`config.mk`:
```
export PLATFORM = sky130hd
export DESIGN_NAME = irq_vector_ctrl
export DESIGN_NICKNAME = d
export VERILOG_FILES = /design/src/rtl/irqv_pkg.sv /design/src/rtl/irqv_base_reg.sv /design/src/rtl/irqv_arbiter.sv /design/src/rtl/irqv_fetch_fsm.sv /design/src/rtl/irq_vector_ctrl.sv
export SDC_FILE = /design/constraint.sdc
export NUM_CORES = 1
export LEC_CHECK = 0
export ABC_CLOCK_PERIOD_IN_PS = 2930
export BUFFER_PORTS_ARGS = -buffer_cell sky130_fd_sc_hd__buf_4
export CAP_MARGIN = 20
export CORE_UTILIZATION = 37
export DETAILED_ROUTE_END_ITERATION = 7
export PLACE_DENSITY = 0.63
export SETUP_SLACK_MARGIN = 0.05
export SYNTH_ARGS = -nofsm -noshare
export SYNTH_HDL_FRONTEND = slang
export SYNTH_SLANG_ARGS = --single-unit
```
`constraint.sdc`:
```
create_clock -name clk -period 2.93 [get_ports clk]
set_input_delay 0.1465 -clock clk [delete_from_list [all_inputs] [get_ports clk]]
set_output_delay 0.1465 -clock clk [all_outputs]
set_load 0.05 [all_outputs]
```
`src/rtl/irqv_pkg.sv`:
```
package irqv_pkg;

    typedef enum logic [1:0] {
        ST_IDLE = 2'd0,
        ST_IRQV = 2'd1,
        ST_RSTV = 2'd2
    } fsm_state_t;

    typedef enum logic [2:0] {
        CL_NONE = 3'd0,
        CL_TRAP = 3'd1,
        CL_SWI  = 3'd2,
        CL_XIRQ = 3'd3,
        CL_IIRQ = 3'd4
    } vec_class_t;

    localparam logic [7:0] OFF_TRAP   = 8'hF8;
    localparam logic [7:0] OFF_SWI    = 8'hF6;
    localparam logic [7:0] OFF_XIRQ   = 8'hF4;
    localparam logic [7:0] OFF_I_TOP  = 8'hF2;
    localparam logic [7:0] OFF_SPUR   = 8'h80;
    localparam logic [7:0] BASE_RESET = 8'hFF;
    localparam logic [7:0] BASE_DEBUG = 8'hFF;

    function automatic logic [7:0] class_offset(input vec_class_t cls,
                                                input logic [7:0] i_off);
        logic [7:0] r;
        unique case (cls)
            CL_TRAP: r = OFF_TRAP;
            CL_SWI:  r = OFF_SWI;
            CL_XIRQ: r = OFF_XIRQ;
            CL_IIRQ: r = i_off;
            default: r = OFF_SPUR;
        endcase
        return r;
    endfunction

    function automatic logic [15:0] reset_vector(input logic [1:0] sel);
        logic [15:0] r;
        unique case (sel)
            2'd1:    r = 16'hFFFC;
            2'd2:    r = 16'hFFFA;
            default: r = 16'hFFFE;
        endcase
        return r;
    endfunction

endpackage

```
`src/rtl/irqv_base_reg.sv`:
```
module irqv_base_reg
    import irqv_pkg::*;
(
    input  logic       clk,
    input  logic       rst_n,
    input  logic       base_wr,
    input  logic [7:0] base_wdata,
    input  logic       freeze,
    output logic [7:0] base_eff
);

    logic [7:0] base_q;

    always_ff @(posedge clk or negedge rst_n) begin
        if (!rst_n)       base_q <= BASE_RESET;
        else if (base_wr) base_q <= base_wdata;
    end

    always_comb begin
        base_eff = freeze ? BASE_DEBUG : base_q;
    end

    AST_BASE_WRITE: assert property (@(posedge clk) disable iff (!rst_n)
        base_wr |=> base_q == $past(base_wdata));

    AST_BASE_HOLD: assert property (@(posedge clk) disable iff (!rst_n)
        !base_wr |=> $stable(base_q));

endmodule

```
`src/rtl/irqv_arbiter.sv`:
```
module irqv_arbiter
    import irqv_pkg::*;
#(
    parameter int NUM_I = 8
) (
    input  logic             clk,
    input  logic             rst_n,
    input  logic [NUM_I-1:0] i_req,
    input  logic             i_mask,
    input  logic             x_req,
    input  logic             x_mask,
    input  logic             swi_req,
    input  logic             trap_req,
    output vec_class_t       win_cls,
    output logic [7:0]       win_off,
    output logic             pending,
    output logic             wake_src
);

    logic [NUM_I-1:0] i_eff;
    logic [NUM_I:0]   seen;
    logic [NUM_I-1:0] grant;
    logic [7:0]       i_off;
    logic             x_eff;
    logic             i_any;

    assign i_eff   = i_mask ? '0 : i_req;
    assign x_eff   = x_req & ~x_mask;
    assign seen[0] = 1'b0;

    for (genvar k = 0; k < NUM_I; k++) begin : g_chain
        assign seen[k+1] = seen[k] | i_eff[k];
        assign grant[k]  = i_eff[k] & ~seen[k];
    end

    assign i_any = seen[NUM_I];

    always_comb begin
        i_off = '0;
        for (int k = 0; k < NUM_I; k++) begin
            if (grant[k]) i_off = i_off | (OFF_I_TOP - 8'(2 * k));
        end
    end

    always_comb begin
        if (trap_req)     win_cls = CL_TRAP;
        else if (swi_req) win_cls = CL_SWI;
        else if (x_eff)   win_cls = CL_XIRQ;
        else if (i_any)   win_cls = CL_IIRQ;
        else              win_cls = CL_NONE;
        win_off  = class_offset(win_cls, i_off);
        pending  = (win_cls != CL_NONE);
        wake_src = x_eff | i_any;
    end

    AST_GRANT_ONEHOT: assert property (@(posedge clk) disable iff (!rst_n)
        $onehot0(grant));

    AST_MASKED_SILENT: assert property (@(posedge clk) disable iff (!rst_n)
        (i_mask && x_mask && !swi_req && !trap_req) |-> !pending);

    AST_TRAP_FIRST: assert property (@(posedge clk) disable iff (!rst_n)
        trap_req |-> win_off == OFF_TRAP);

endmodule

```
`src/rtl/irqv_fetch_fsm.sv`:
```
module irqv_fetch_fsm
    import irqv_pkg::*;
(
    input  logic        clk,
    input  logic        rst_n,
    input  logic        vec_req,
    input  logic        rst_req,
    input  logic [1:0]  rst_src,
    input  logic [7:0]  base_eff,
    input  logic [7:0]  win_off,
    output logic [15:0] vec_addr,
    output logic        vec_valid
);

    fsm_state_t state_q, state_d;
    logic [15:0] addr_q, addr_d;

    always_comb begin
        state_d = ST_IDLE;
        addr_d  = addr_q;
        if (rst_req) begin
            state_d = ST_RSTV;
            addr_d  = reset_vector(rst_src);
        end else if (vec_req) begin
            state_d = ST_IRQV;
            addr_d  = {base_eff, win_off};
        end
    end

    always_ff @(posedge clk or negedge rst_n) begin
        if (!rst_n) begin
            state_q <= ST_IDLE;
            addr_q  <= '0;
        end else begin
            state_q <= state_d;
            addr_q  <= addr_d;
        end
    end

    always_comb begin
        unique case (state_q)
            ST_IRQV, ST_RSTV: begin
                vec_valid = 1'b1;
                vec_addr  = addr_q;
            end
            default: begin
                vec_valid = 1'b0;
                vec_addr  = '0;
            end
        endcase
    end

    AST_VALID_FOLLOWS_REQ: assert property (@(posedge clk) disable iff (!rst_n)
        (vec_req || rst_req) |=> vec_valid);

    AST_VALID_ONE_SHOT: assert property (@(posedge clk) disable iff (!rst_n)
        !(vec_req || rst_req) |=> !vec_valid);

    AST_RST_VEC_FIXED: assert property (@(posedge clk) disable iff (!rst_n)
        rst_req |=> vec_addr[15:3] == 13'h1FFF);

    AST_VEC_LATCHED: assert property (@(posedge clk) disable iff (!rst_n)
        (vec_req && !rst_req) |=> vec_addr[7:0] == $past(win_off));

endmodule

```
`src/rtl/irq_vector_ctrl.sv`:
```
module irq_vector_ctrl
    import irqv_pkg::*;
#(
    parameter int NUM_I = 8
) (
    input  logic             clk,
    input  logic             rst_n,
    input  logic [NUM_I-1:0] i_req,
    input  logic             i_mask,
    input  logic             x_req,
    input  logic             x_mask,
    input  logic             swi_req,
    input  logic             trap_req,
    input  logic             stop_mode,
    input  logic             wait_mode,
    input  logic             freeze,
    input  logic             base_wr,
    input  logic [7:0]       base_wdata,
    input  logic             vec_req,
    input  logic             rst_req,
    input  logic [1:0]       rst_src,
    output logic [15:0]      vec_addr,
    output logic             vec_valid,
    output logic             irq_pend,
    output logic             wake
);

    logic [7:0] base_eff;
    logic [7:0] win_off;
    vec_class_t win_cls;
    logic       wake_src;
    logic       low_power;

    irqv_base_reg u_base (
        .clk        (clk),
        .rst_n      (rst_n),
        .base_wr    (base_wr),
        .base_wdata (base_wdata),
        .freeze     (freeze),
        .base_eff   (base_eff)
    );

    irqv_arbiter #(.NUM_I(NUM_I)) u_arb (
        .clk      (clk),
        .rst_n    (rst_n),
        .i_req    (i_req),
        .i_mask   (i_mask),
        .x_req    (x_req),
        .x_mask   (x_mask),
        .swi_req  (swi_req),
        .trap_req (trap_req),
        .win_cls  (win_cls),
        .win_off  (win_off),
        .pending  (irq_pend),
        .wake_src (wake_src)
    );

    irqv_fetch_fsm u_fsm (
        .clk       (clk),
        .rst_n     (rst_n),
        .vec_req   (vec_req),
        .rst_req   (rst_req),
        .rst_src   (rst_src),
        .base_eff  (base_eff),
        .win_off   (win_off),
        .vec_addr  (vec_addr),
        .vec_valid (vec_valid)
    );

    assign low_power = stop_mode | wait_mode;
    assign wake      = low_power & wake_src;

    AST_WAKE_NEEDS_LOWPWR: assert property (@(posedge clk) disable iff (!rst_n)
        wake |-> (stop_mode || wait_mode));

    AST_FREEZE_BASE: assert property (@(posedge clk) disable iff (!rst_n)
        (freeze && vec_req && !rst_req) |=> vec_addr[15:8] == 8'hFF);

    AST_IDLE_ZERO: assert property (@(posedge clk) disable iff (!rst_n)
        !vec_valid |-> vec_addr == 16'h0000);

    AST_NONE_SPURIOUS: assert property (@(posedge clk) disable iff (!rst_n)
        (win_cls == CL_NONE) |-> !irq_pend);

endmodule

```
==> results of run 1 <==
[worst paths after layout]
kind | to | slack [ns]
max | vec_addr[3] | 0.91
max in group asynchronous | u_base.base_q[4]$_DFFE_PN1P_ | 2.37
max reg2reg | u_fsm.addr_q[6]$_DFFE_PN0P_ | 1.97
min | u_fsm.state_q[1]$_DFF_PN0_ | 0.06
min in group asynchronous | u_fsm.addr_q[7]$_DFFE_PN0P_ | 0.26
min reg2reg | u_fsm.addr_q[7]$_DFFE_PN0P_ | 0.49
[worst max-delay path: stages, from the launching register on]
cell,delay (ns)
sky130_fd_sc_hd__dfrtp_1,0.39
sky130_fd_sc_hd__xor2_1,0.71
sky130_fd_sc_hd__and2_1,0.26
sky130_fd_sc_hd__buf_4,0.20
[flip-flops by register name, summed over array words and instances, names as in the netlist]
name and count:
u_fsm.addr_q 14, u_base.base_q 8, u_fsm.state_q 2
[metrics by stage]
stage	total power [uW]	hold slack, ns	worst slack [ns]	cells
2_1_floorplan	554	-0.149	0.749	133
6_report	813	0.0587	0.909	220
3_3_place_gp	644	0.0584	1.34	215
3_5_place_dp	650	0.0635	1.25	215
4_1_cts	826	0.0433	0.882	220
5_1_grt	854	0.0321	0.737	220
[power groups by stage]
stage | clock [uW] | sequential, uW | combinational, uW
after global routing | 190 | 374 | 290
after global placement | 0 | 377 | 268
after floorplan | 0 | 374 | 179
after CTS | 181 | 371 | 274
final | 171 | 371 | 272
after detailed placement | 0 | 377 | 272
[cell type report]
cell class | count | share of cell area [%]
multi-input cells | 95 | 35.6
flip-flops and latches | 24 | 36.2
well taps | 44 | 3.26
clock buffers | 4 | 2.15
repair buffers | 49 | 21.9
inverters | 4 | 0.890
[cells by family after synthesis]
logic type      Yosys count  synth area share [%]
flops                    24                  48.0
simple gates             57                  24.3
xor+xnor                  1                 0.689
mux                       8                  7.09
other cells               1                 0.295
buf+inv                  14                  4.72
compound gates           28                  14.9
[layer usage]
layer / track usage (%) / part of all wire, %
met4: 2.92 / 0.53
met3: 4.05 / 4.3
met1: 21.5 / 44
met5: 0 / 0
met2: 28.4 / 51
[placed cells by master (no fill, tap or decap), types with 3 or more instances in the layout]
cell,netlist,layout
sky130_fd_sc_hd__nor2_1,22,22
sky130_fd_sc_hd__nor2_2,3,3
sky130_fd_sc_hd__dfrtp_1,16,16
sky130_fd_sc_hd__or2_2,9,9
sky130_fd_sc_hd__inv_1,4,4
sky130_fd_sc_hd__mux2_2,8,8
sky130_fd_sc_hd__dfstp_2,8,8
sky130_fd_sc_hd__o21ai_0,6,6
sky130_fd_sc_hd__buf_4,2,48
sky130_fd_sc_hd__and2_1,14,14
sky130_fd_sc_hd__a21oi_1,10,10
sky130_fd_sc_hd__clkbuf_4,0,3
[what timing repair did]
action,CTS,global route
endpoints found under the hold margin,24,0
setup buffers,0,0
hold buffers,1,0
==> summary.md, run 1 <==
| Metric | Value |
|---|---|
| Maximum capacitance violations | 0 |
| Maximum number of pins on one net before global-route repair | 27 |
| Cell at the root of the clock tree | sky130_fd_sc_hd__clkbuf_4 |
| Largest fanout on the critical path | 15 |
| Synthesized area per cell | 9.56 um2 |
| Min Clock Period, post-route | 2.02 ns |
| Total power density per cell area | 482 nW/um2 |
| Upper clock frequency limit | around 0.5 GHz |
| Number of filler cells placed in the layout | 315 |
| Share of cells above drive strength 1 | 48.3% |
| Crit path DAT | 1.87 ns |
| Global-route wire length before repair | 4.53 mm |
| Area of the mapped netlist | 1270 um2 |
| Net total in the final layout | 208 |
| Initial DRT Pass Iterations | 4 |
| Number of clock buffers inserted by TritonCTS | 3 |
| Area of all placed cells without fillers | 1690 um2 |
| CTS tree | yes |
| Growth of design area from synthesis to finish | 32.8% |
| Number of vias per cell after detailed routing | between 4 and 5 |
| Total negative slack | 0 ns |
| Worst-case headroom to the max-slew limit | 40.8% |
| Crit. End Element | output pin |
| Antenna diode count | 0 |
| Post-synth top area share | around a third |
| Cell Rows | 20 |
| Placed cell area | 1640 um2 |
| Dominant synthesized flop cell | sky130_fd_sc_hd__dfrtp_1 |
| Synthesized Nets | 164 |
| Number of enable flip-flop cells after synthesis | 0 |
| Async set-or-reset flop fraction in the synthesized netlist | 100% |
| Least-Margin Pin Slew | 0.886 ns |
| Class of the tightest hold or removal check | in -> reg |
| DRC Markers | 0 |
| Vias in the first global route | 1,000 |
| Kind of launch point of the worst setup path | flip-flop |
| Final hold violation count | 0 |
| Area of the multi-input gates | 601 um2 |
| Crit path required time | approximately 2.8 ns |
| Outcome | completed |
| Initial cell density of the core | 40.3% |
| Switching fraction of total power | around a third |
| Number of cells on the worst reg-to-reg path | 2 |
| Slew Limit Fails | 0 |
| Startpoint of the most critical hold path | rst_req |
| Number of nets still failing antenna checks after routing | 0 |
| Number of antenna violations at the first check in global routing | 0 |
| VDD IR max | 0.000405 V |
| Switching component of the power | 275 uW |
| Setup repair after global routing missed its margin | false |
| Clock power share | between 20% and 30% |
| Source-to-sink clock delay at the later pin of the worst-skew pair | 0.31 ns |
| Longest Clk Path Bufs | 2 |
| Sum of net half-perimeters after detailed placement | 2.12 mm |
| First-iteration detailed-routing DRC count | 29 |
| Number of buffers inserted by port buffering | 48 |
| Total of warnings raised by yosys | 0 |
| Placer's final routability congestion estimate | about 0.81 |
| P_leak | 0.000723 uW |
| Fraction of the yosys area taken by sequential cells | 48.0% |
| Ranking of synthesized cells by instance count | 22 x sky130_fd_sc_hd__nor2_1, 16 x sky130_fd_sc_hd__dfrtp_1, 14 x sky130_fd_sc_hd__and2_1 |
| Internal power consumption | 539 uW |
| Cts repair resizes | 0 |
| Register bit total from synthesis | 24 |
| Final cell utilization of the core | 53.5% |
| Htree depth | 1 |
| Worst setup startpoint | u_fsm.state_q[0]$_DFF_PN0_ |
| Sequential share of power | 45.6% |
| Total global-route track usage | between 15 and 20% |
| Hold depth | 1 |
| Worst-case clock skew | 0.00692 ns |
| Share of the cycle needed by the critical path after routing | 69.0% |
| Number of endpoints failing setup at the final stage | 0 |
| Gate count after technology mapping | 133 |
| Distinct cells, synth | 33 |
| GRT Residual Overflow | 0 |
| Die outline area | 3670 um2 |
| Clock tree sinks | 24 |
| Die span in y | 60.6 um |
| Combinational Power Share | 33.4% |
| Most common cell in the synthesized netlist | sky130_fd_sc_hd__nor2_1 |
| Vias after detailed routing | 1,068 |
| Clock-pin slew on the worst setup and hold paths | 0.13 ns |
| R2R Path Start | u_fsm.addr_q[6]$_DFFE_PN0P_ |
| Cell types occupying the most area after synthesis | sky130_fd_sc_hd__dfrtp_1 31%, sky130_fd_sc_hd__dfstp_2 17%, sky130_fd_sc_hd__mux2_2 7.1% |
| IO Count | 50 |
| Register area | 611 um2 |
| Classification of the worst setup path | reg -> out |
| Final routed wirelength across all metal layers | between 2 and 3 mm |
| Area of the core | 3150 um2 |
| DR WL/cell | between 10 and 15 um |
| Die X | 60.6 um |
| Largest area contributor in the netlist | sky130_fd_sc_hd__dfrtp_1 |
Note: power is estimated with default switching activity, not from simulation.
==> run 2: changes to the inputs <==
ABC_CLOCK_PERIOD_IN_PS = 2000   (was 2930)
clock period = 2 ns   (was 2.93 ns; I/O delays follow)
==> summary.md, run 2 (synthesis results as in run 1) <==
| Metric | Value |
|---|---|
| Maximum number of pins on one net before global-route repair | 27 (unchanged) |
| Setup repair after global routing missed its margin | false |
| Kind of launch point of the worst setup path | flip-flop |
| Initial DRT Pass Iterations | 4 (unchanged) |
| Source-to-sink clock delay at the later pin of the worst-skew pair | 0.31 ns (about the same) |
| Hold-fix buffers, CTS | 1 (unchanged) |
| Share of the cycle needed by the critical path after routing | 76.2% |
| P_leak | 0.000728 uW (+0.66%) |
| Antenna diode count | 0 (unchanged) |
| Outcome | completed |
| Maximum capacitance violations | 0 (unchanged) |
| GRT Residual Overflow | 0 (unchanged) |
| Crit-path max cell delay | 0.39 ns (-0.32 ns) |
| Clock-pin slew on the worst setup and hold paths | 0.13 ns (about the same) |
| CTS tree | yes |
| Sum of net half-perimeters after detailed placement | 2.10 mm (-1.3%) |
| Topmost layer with routed signal wires | met4 |
| Cts repair resizes | 0 (unchanged) |
| Total global-route track usage | 16.1% (-0.48 points) |
| Global-route wire length before repair | 4.35 mm (-4.0%) |
| Die outline area | 3670 um2 (unchanged) |
| Final hold violation count | 0 (unchanged) |
| Upper clock frequency limit | 0.656 GHz |
| Crit. End Element | output pin |
| CP most frequent cell | sky130_fd_sc_hd__buf_4 |
| CP max stage cell | sky130_fd_sc_hd__dfrtp_1 |
| Number of antenna violations at the first check in global routing | 0 (unchanged) |
| Classification of the worst setup path | reg -> out |
| Met3 routed WL | 121 um (-0.82%) |
| Largest fanout on the critical path | 14 (-1) |
| Top register by number of flip-flops | u_fsm.addr_q |
| Cell at the root of the clock tree | sky130_fd_sc_hd__clkbuf_4 |
| Clock tree sinks | 24 (unchanged) |
| Share of cells above drive strength 1 | 48.6% (+0.29 points) |
| Htree depth | 1 (unchanged) |
| Most common library cell in the layout ignoring fill and taps | sky130_fd_sc_hd__buf_4 |
| Number of buffers inserted by port buffering | 48 (unchanged) |
| Number of endpoints failing setup at the final stage | 0 (unchanged) |
| Largest registers | u_fsm.addr_q: 14 flops, u_base.base_q: 8 flops, u_fsm.state_q: 2 flops |
| Placed cell area | 1650 um2 (+0.46%) |
| Die X | 60.6 um (unchanged) |
| Routed length on met2 | 1.40 mm (-3.1%) |
| Worst-path cell chain | xor2_1 > buf_4 > and2_1 > buf_4 |
| Crit path DAT | 1.42 ns (-0.45 ns) |
| Crit path required time | 1.90 ns (-0.88 ns) |
| CP top delay family | buffers and inverters |
| Growth of design area from synthesis to finish | 33.4% |
| Vias in the first global route | 1,046 (+4.6%) |
| Number of vias per cell after detailed routing | 4.90 (+1.0%) |
| Placer's final routability congestion estimate | 0.833 (+2.9%) |
| Number of nets still failing antenna checks after routing | 0 (unchanged) |
| IO Count | 50 (unchanged) |
| Number of clock buffers inserted by TritonCTS | 3 (unchanged) |
| Min Clock Period, post-route | approximately 1.5 ns |
| Worst-case clock skew | 0.00512 ns (-0.00180 ns) |
| Buffers & Inverters on Critical Path | 2 (+1) |
| Die span in y | 60.6 um (unchanged) |
| Slew Limit Fails | 0 (unchanged) |
| WL met1 | 1.17 mm (-6.2%) |
| Area of the core | 3150 um2 (unchanged) |
| Most frequent cells in the layout | 49 x sky130_fd_sc_hd__buf_4, 22 x sky130_fd_sc_hd__nor2_1, 16 x sky130_fd_sc_hd__dfrtp_1, 14 x sky130_fd_sc_hd__and2_1, 10 x sky130_fd_sc_hd__a21oi_1 |
| Area of all placed cells without fillers | 1700 um2 (+0.44%) |
| Net total in the final layout | 209 (+0.48%) |
| Vias after detailed routing | 1,084 (+1.5%) |
| VDD IR max | 0.000359 V (-11%) |
| Cell Rows | 20 (unchanged) |
| Class of the tightest hold or removal check | in -> reg |
| Total power density per cell area | 703 nW/um2 (+46%) |
| Max reg flops | 14 (unchanged) |
| DR WL/cell | 12.5 um (-3.1%) |
| Setup Fix Bufs, Post-CTS | 0 (unchanged) |
| Longest Clk Path Bufs | 2 (unchanged) |
| First-iteration detailed-routing DRC count | 39 (+34%) |
| Total negative slack | 0 ns (unchanged) |
| Initial cell density of the core | 40.3% (unchanged) |
| Final routed wirelength across all metal layers | 2.75 mm (-2.7%) |
| DRC Markers | 0 (unchanged) |
[run 2: final cells by class]
| cell class | instances | area, um2 |
|---|---|---|
| clock buffers | 4 | 36.3 |
| well taps | 44 | 55.1 |
| multi-input cells | 95 | 601 |
| repair buffers | 50 | 378 |
| fillers | 328 | 1460 |
| inverters | 4 | 15.0 |
| flip-flops and latches | 24 | 611 |
[run 2: routing by layer]
| metal | vias to the layer above | global-route usage [%] |
|---|---|---|
| met2 | 31 | 27.8 |
| li1 | 532 | - |
| met3 | 8 | 3.20 |
| met4 | 0 | 7.14 |
| met1 | 513 | 19.4 |
| met5 | - | 0 |
[run 2: worst paths after layout]
path / start / to / slack (ns) / depth (start not counted)
min in group asynchronous: rst_n / u_fsm.addr_q[15]$_DFFE_PN0P_ / 0.21 / 2
worst max register to register: u_fsm.addr_q[6]$_DFFE_PN0P_ / u_fsm.addr_q[6]$_DFFE_PN0P_ / 1.04 / 2
worst min-delay path: base_wdata[0] / u_base.base_q[0]$_DFFE_PN1P_ / 0.01 / 2
max in group asynchronous: rst_n / u_base.base_q[6]$_DFFE_PN1P_ / 1.51 / 2
worst max-delay path: u_fsm.state_q[0]$_DFF_PN0_ / vec_addr[8] / 0.48 / 4
worst min register to register: u_fsm.addr_q[7]$_DFFE_PN0P_ / u_fsm.addr_q[7]$_DFFE_PN0P_ / 0.48 / 1
[run 2: per-stage QoR]
step | setup WS [ns] | utilization (%) | hold WS [ns] | total power [uW] | instances
2_1_floorplan | 0.134 | - | -0.196 | 811 | 133
3_3_place_gp | 0.653 | 52.3 | 0.0125 | 947 | 216
3_5_place_dp | 0.626 | 52.3 | 0.0180 | 952 | 216
4_1_cts | 0.438 | 53.8 | 0.00396 | 1210 | 221
5_1_grt | 0.376 | 53.8 | 0.00232 | 1250 | 221
6_report | 0.477 | 53.8 | 0.0140 | 1190 | 221
[run 2: report_power, final]
group / switching, uW / internal [uW]
combinational: 245 / 152
clock: 140 / 111
sequential: 14.9 / 529
total: 400 / 792
[run 2: worst reg2reg max path, stage by stage (launching register included)]
cell and delay, ns:
sky130_fd_sc_hd__dfrtp_1 0.39, sky130_fd_sc_hd__or3_1 0.37, sky130_fd_sc_hd__o31a_1 0.11
